File: src/rtl/flt_pkg.sv
package flt_pkg;

    typedef enum logic [1:0] {
        ST_IDLE = 2'd0,
        ST_WIDE = 2'd1,
        ST_HOLD = 2'd2
    } flt_state_e;

endpackage

File: src/rtl/flt_tmr_reg.sv
module flt_tmr_reg #(
    parameter int TMR_W = 12
) (
    input  logic             clk,
    input  logic             rst_n,
    input  logic             wr_en,
    input  logic             load_ctl,
    input  logic [TMR_W-1:0] field,
    output logic [TMR_W-1:0] tmr_val,
    output logic             tmr_zero
);

    logic [TMR_W-1:0] held_q;

    always_ff @(posedge clk or negedge rst_n) begin
        if (!rst_n) begin
            held_q <= '0;
        end else if (wr_en && load_ctl) begin
            held_q <= field;
        end
    end

    assign tmr_val  = held_q;
    assign tmr_zero = (held_q == '0);

    // a modulus write leaves the timer value alone
    a_r2_modulus_write_ignored: assert property (@(posedge clk) disable iff (!rst_n)
        (wr_en && !load_ctl) |=> $stable(tmr_val));

    // a timer write lands on the next edge
    a_r2_timer_write_lands: assert property (@(posedge clk) disable iff (!rst_n)
        (wr_en && load_ctl) |=> (tmr_val == $past(field)));

endmodule

File: src/rtl/flt_down_cnt.sv
module flt_down_cnt #(
    parameter int TMR_W = 12
) (
    input  logic             clk,
    input  logic             rst_n,
    input  logic             clr,
    input  logic             load,
    input  logic [TMR_W-1:0] load_val,
    input  logic             dec,
    output logic             cnt_last
);

    localparam logic [TMR_W-1:0] ONE = TMR_W'(1);

    logic [TMR_W-1:0] cnt_q;

    always_ff @(posedge clk or negedge rst_n) begin
        if (!rst_n) begin
            cnt_q <= '0;
        end else if (clr) begin
            cnt_q <= '0;
        end else if (load) begin
            cnt_q <= load_val;
        end else if (dec && cnt_q != '0) begin
            cnt_q <= cnt_q - ONE;
        end
    end

    assign cnt_last = (cnt_q == ONE);

    // each counted tick removes exactly one period
    a_r4_dec_by_one: assert property (@(posedge clk) disable iff (!rst_n)
        (dec && !clr && !load && cnt_q != '0) |=> (cnt_q == $past(cnt_q) - ONE));

    // a load takes the full stored value
    a_r7_reload_full: assert property (@(posedge clk) disable iff (!rst_n)
        (load && !clr) |=> (cnt_q == $past(load_val)));

    // a clear empties the count
    a_r8_clear_empties: assert property (@(posedge clk) disable iff (!rst_n)
        clr |=> (cnt_q == '0));

endmodule

File: src/rtl/flt_fsm.sv
module flt_fsm
    import flt_pkg::*;
#(
    parameter int MULT_W     = 5,
    parameter int BOOST_MULT = 16,
    parameter int BASE_MULT  = 1
) (
    input  logic              clk,
    input  logic              rst_n,
    input  logic              strobe,
    input  logic              fl_en,
    input  logic              tmr_zero,
    input  logic              tick,
    input  logic              cnt_last,
    input  logic              halt,
    output logic              cnt_clr,
    output logic              cnt_load,
    output logic              cnt_dec,
    output logic              wide_q,
    output logic [MULT_W-1:0] mult_q
);

    localparam logic [MULT_W-1:0] BOOST = MULT_W'(BOOST_MULT);
    localparam logic [MULT_W-1:0] BASE  = MULT_W'(BASE_MULT);

    flt_state_e state_q, state_d;
    logic       arm_ok;

    assign arm_ok = strobe && fl_en && !tmr_zero;

    // next-state decode, transitions named as in the brief
    always_comb begin
        state_d = state_q;
        if (halt) begin
            state_d = ST_HOLD;                               // HALT
        end else begin
            unique case (state_q)
                ST_IDLE: if (arm_ok) state_d = ST_WIDE;     // ARM
                ST_WIDE: begin
                    if (strobe) begin
                        state_d = arm_ok ? ST_WIDE : ST_IDLE; // RESTART / CANCEL
                    end else if (tick && cnt_last) begin
                        state_d = ST_IDLE;                   // EXPIRE
                    end
                end
                ST_HOLD: state_d = arm_ok ? ST_WIDE : ST_IDLE; // ARM / RESUME
                default: state_d = ST_IDLE;
            endcase
        end
    end

    // state register
    always_ff @(posedge clk or negedge rst_n) begin
        if (!rst_n) state_q <= ST_IDLE;
        else        state_q <= state_d;
    end

    // counter control
    assign cnt_clr  = halt || (state_d != ST_WIDE);
    assign cnt_load = !halt && arm_ok;
    assign cnt_dec  = (state_q == ST_WIDE) && tick && !strobe;

    // registered outputs
    always_ff @(posedge clk or negedge rst_n) begin
        if (!rst_n) begin
            wide_q <= 1'b0;
            mult_q <= BASE;
        end else begin
            wide_q <= (state_d == ST_WIDE);
            mult_q <= (state_d == ST_WIDE) ? BOOST : BASE;
        end
    end

    // the flag only rises after a qualified strobe
    a_r3_rise_needs_strobe: assert property (@(posedge clk) disable iff (!rst_n)
        $rose(wide_q) |-> $past(strobe && fl_en && !halt));

    // the multiplier follows the flag
    a_r10_mult_tracks_flag: assert property (@(posedge clk) disable iff (!rst_n)
        wide_q |-> (mult_q == BOOST));

    // halt empties the machine
    a_r8_hold_state: assert property (@(posedge clk) disable iff (!rst_n)
        halt |=> (state_q == ST_HOLD));

endmodule

File: src/rtl/fast_lock_timer.sv
module fast_lock_timer #(
    parameter int TMR_W      = 12,
    parameter int MULT_W     = 5,
    parameter int BOOST_MULT = 16,
    parameter int BASE_MULT  = 1
) (
    input  logic              clk,
    input  logic              rst_n,
    input  logic              pfd_tick,
    input  logic              fl_en,
    input  logic              cfg_wr,
    input  logic              cfg_load_ctl,
    input  logic [TMR_W-1:0]  cfg_field,
    input  logic              chan_strobe,
    input  logic              pwr_down,
    input  logic              cnt_reset,
    output logic              wide_bw,
    output logic [MULT_W-1:0] cp_mult
);

    localparam logic [MULT_W-1:0] BASE = MULT_W'(BASE_MULT);

    logic [TMR_W-1:0] tmr_val;
    logic             tmr_zero;
    logic             cnt_clr, cnt_load, cnt_dec, cnt_last;
    logic             halt;

    assign halt = pwr_down || cnt_reset;

    flt_tmr_reg #(.TMR_W(TMR_W)) tmr_reg_i (
        .clk      (clk),
        .rst_n    (rst_n),
        .wr_en    (cfg_wr),
        .load_ctl (cfg_load_ctl),
        .field    (cfg_field),
        .tmr_val  (tmr_val),
        .tmr_zero (tmr_zero)
    );

    flt_down_cnt #(.TMR_W(TMR_W)) cnt_i (
        .clk      (clk),
        .rst_n    (rst_n),
        .clr      (cnt_clr),
        .load     (cnt_load),
        .load_val (tmr_val),
        .dec      (cnt_dec),
        .cnt_last (cnt_last)
    );

    flt_fsm #(
        .MULT_W     (MULT_W),
        .BOOST_MULT (BOOST_MULT),
        .BASE_MULT  (BASE_MULT)
    ) fsm_i (
        .clk      (clk),
        .rst_n    (rst_n),
        .strobe   (chan_strobe),
        .fl_en    (fl_en),
        .tmr_zero (tmr_zero),
        .tick     (pfd_tick),
        .cnt_last (cnt_last),
        .halt     (halt),
        .cnt_clr  (cnt_clr),
        .cnt_load (cnt_load),
        .cnt_dec  (cnt_dec),
        .wide_q   (wide_bw),
        .mult_q   (cp_mult)
    );

    // power-down or counter reset forces normal bandwidth
    a_r8_halt_clears: assert property (@(posedge clk) disable iff (!rst_n)
        halt |=> (!wide_bw && cp_mult == BASE));

    // no interval without fast-lock enable
    a_r5_no_enable_no_wide: assert property (@(posedge clk) disable iff (!rst_n)
        (chan_strobe && !fl_en) |=> !wide_bw);

    // a zero timer value yields no interval
    a_r6_zero_no_wide: assert property (@(posedge clk) disable iff (!rst_n)
        (chan_strobe && tmr_zero) |=> !wide_bw);

    // the last tick ends the interval
    a_r4_expiry: assert property (@(posedge clk) disable iff (!rst_n)
        (wide_bw && pfd_tick && cnt_last && !chan_strobe) |=> !wide_bw);

endmodule

File: config.mk
export PLATFORM = sky130hd
export DESIGN_NAME = fast_lock_timer
export DESIGN_NICKNAME = d
export VERILOG_FILES = /design/src/rtl/flt_pkg.sv /design/src/rtl/flt_tmr_reg.sv /design/src/rtl/flt_down_cnt.sv /design/src/rtl/flt_fsm.sv /design/src/rtl/fast_lock_timer.sv
export SDC_FILE = /design/constraint.sdc
export NUM_CORES = 1
export LEC_CHECK = 0
export CORE_UTILIZATION = 55
export DETAILED_ROUTE_END_ITERATION = 12
export PLACE_DENSITY = 0.82
export REMOVE_ABC_BUFFERS = 1
export SYNTH_ARGS = -nofsm -noshare
export SYNTH_HDL_FRONTEND = slang
export SYNTH_SLANG_ARGS = --single-unit
File: constraint.sdc
create_clock -name clk -period 3 [get_ports clk]
set_input_delay 0.45 -clock clk [delete_from_list [all_inputs] [get_ports clk]]
set_output_delay 0.45 -clock clk [all_outputs]
set_load 0.02 [all_outputs]
==> impl_metrics.toml <==
[timing]
post-route-period-util = 0.6773
fin_setup_tns_ns = 0
min_period_ns = 2.032
finalSetupViolations = 0
rsz0062_at_grt = "false"
hold_slack_ns = 0.4788
skew_ns = 0.006536
worst_pin_slew_ns = 0.5322
hold_viol = 0
slew_viol_final = 0
slew_headroom = 0.6452
max_clock_freq_mhz = 492.2

[route]
wl_met3_um = 108
topRoutingLayerUsed = "met4"
wl_met1_um = 1214
num_vias = 1068
routed_wl_um = 2737
via_per_inst = 5.773
dr.pass1.iters = 4
drt_first_iter_violations = 22
post_drt_wl_per_cell_um = 14.79
wl_met2_um = 1375
postRouteAntennaNets = 0
drc = 0

[finish]
multi_input_area_um2 = 684.4
layout-area-overhead-vs-synth_pct = 16.89
nFillCells = 188
regArea_um2 = 701.9
layout.nets = 180
antennaDiodeCount = 0
drive_gt1_frac = 0.1677

[critical_path]
crit_fanout = 12
cp-start-kind = "flip-flop"
cp.required_ns = 3.24
slowest_delay_ns = 0.46
worstSetupPathType = "reg -> reg"
path_buf_inv = 1
end_kind = "flip-flop"
path_cells = "inv_1 > ha_1 > nor4b_1 > and3_2 > nor2_1 > xnor2_1 > a211oi_1"
path_delay_family = "simple AND/OR/NAND/NOR gates"
cp_slowest_cell = "dfrtp_1"
rrSetupSlack_ns = 0.97
arrival_ns = 2.27

[clock_network]
post_cts_buffers = 0
tritoncts = "yes"
cts_hold_buf = 0
clockBufferDepth = 2
clock_latency_ns = 0.32
cts_buffers = 3
cts_sinks = 28
cts_resized = 0
cts_max_level = 1
clk_pin_slew_ns = 0.15
clockRootBuffer = "clkbuf_4"

[pwr]
comb_power_share = 0.134
p_switching_mw = 0.1668
power.share.sequential = 0.631
sw_frac_of_total = 0.2467
ir_worst_vdd_mv = 0.2710
p_leak_nw = 0.6793
p_per_area_nw_per_um2 = 394.5
internal-power_mw = 0.5094
p_total_mw = 0.6762
clkPwrFrac = 0.235

[place]
io_buffers = 23
finalWeightedCongestion = 0.8517
post-dp-hpwl_um = 2030

[die]
rows = 18
core_um2 = 2500
dieArea_um2 = 2877
num_io_pins = 27
die_x_um = 53.64
die_h_um = 53.64
start_util = 0.5866

[grt]
grt-ovfl-total = 0
antenna_found_initial = 0
grt_pass1_vias = 1026
gr-usage-all-layers = 0.2252
grt_first_pass_wirelength_um = 4485
grt_start_max_net_pins = 29

[min_path]
hp-class = "in -> async"

[outcome]
outcome = "complete, no violations"

[synth]
synth_warnings = 0
yosysUniqueCellTypes = 35
ys_seq_area_frac = 0.4787
synthFlopType = "dfrtp_1"
synth_edf_count = 0
postSynthAreaPerCell_um2 = 11.03
syn_area_um2 = 1466
ys_ff_latch = 28
async_flop_share = 1.000
postSynthCellCount = 133

[flow_run]
drv_cap = 0
==> routing by layer <==
metal,vias up,track usage
met5,-,0
met4,0,0.09211
met3,4,0.02542
met2,29,0.3646
met1,516,0.3067
li1,519,-
==> cell usage after synthesis (3+ instances only) <==
master | count | area (µm²)
inv_1 | 5 | 18.77
nor4_1 | 7 | 43.79
nor2_1 | 18 | 67.56
mux2_2 | 12 | 135.1
buf_4 | 5 | 37.54
dfrtp_1 | 27 | 675.7
nand2_1 | 3 | 11.26
ha_1 | 3 | 37.54
xnor2_1 | 9 | 78.83
a211oi_1 | 8 | 60.06
nor3_1 | 6 | 30.03
==> layout by cell type, fill, tap and decap left out, drive strengths merged <==
master         instances
dfrtp                 27
clkdlybuf4s50         23
nor2                  18
mux2                  12
a211oi                10
xnor2                  9
nor3                   8
nor4                   7
inv                    5
clkbuf                 4
nand2                  3
ha                     3
conb                   3
nand3                  2
nor4b                  2
nand4                  2
buf                    2
or3                    2
nor2b                  1
a32oi                  1
a211o                  1
and3                   1
nand3b                 1
or4                    1
and4bb                 1
mux2i                  1
o41ai                  1
o211a                  1
o21ai                  1
o311a                  1
dfstp                  1
==> final cells by class <==
type,instances,share of cell area
Inverter,5,0.01095
Tap cell,30,0.02190
Multi-Input combinational cell,93,0.3993
Clock buffer,4,0.01533
Sequential cell,28,0.4095
Timing Repair Buffer,25,0.1431
==> cells by family after synthesis <==
logic type / after synthesis / share of synthesized area
simple gates: 49 / 0.1877
buf+inv: 14 / 0.05972
xor+xnor: 9 / 0.05376
compound gates: 16 / 0.09300
other cells: 1 / 0.002557
mux: 13 / 0.09898
fa+ha+maj: 3 / 0.02560
flops: 28 / 0.4787
==> through the flow <==
stage / worst slack, ns / instance area [µm²] / util / instances
finish: 0.9682 / 1714 / 0.6857 / 185
global route: 0.7845 / 1714 / 0.6857 / 185
CTS: 0.9993 / 1714 / 0.6857 / 185
detailed placement: 0.9005 / 1688 / 0.6752 / 181
global placement: 0.9443 / 1688 / 0.6752 / 181
floorplan: 1.107 / 1405 / - / 126
==> power groups by stage <==
stage,sequential (mW),clock (mW),combinational (mW)
2_1_floorplan,0.428,0,0.0448
3_3_place_gp,0.432,0,0.0879
3_5_place_dp,0.434,0,0.0916
4_1_cts,0.426,0.165,0.0919
5_1_grt,0.431,0.180,0.100
6_report,0.427,0.159,0.0905
==> flip-flops by register name, indices dropped and copies added (netlist names) <==
name / cells
tmr_reg_i.tmr_val: 12
fsm_i.state_q: 2
fsm_i.mult_q: 2
cnt_i.cnt_q: 12
==> worst register-to-register path, delay by kind of cell, from the launching register on <==
| kind | cells | cell delay (ns) |
|---|---|---|
| buf+inv | 1 | 0.10 |
| compound gates | 1 | 0.25 |
| xor+xnor | 1 | 0.14 |
| simple gates | 3 | 0.87 |
| flops | 1 | 0.46 |
| fa+ha+maj | 1 | 0.14 |
==> worst paths after layout <==
kind,startpoint,to,depth (start not counted)
worst min-delay path,rst_n,cnt_i.cnt_q[9],2
worst max register to register,cnt_i.cnt_q[0],cnt_i.cnt_q[0],7
min in group clk,tmr_reg_i.tmr_val[10],tmr_reg_i.tmr_val[10],1
worst min register to register,tmr_reg_i.tmr_val[10],tmr_reg_i.tmr_val[10],1
max in group asynchronous,rst_n,fsm_i.mult_q[0],2
worst max-delay path,cnt_i.cnt_q[0],cnt_i.cnt_q[0],7
No activity file was read; power rests on OpenSTA's default activity.
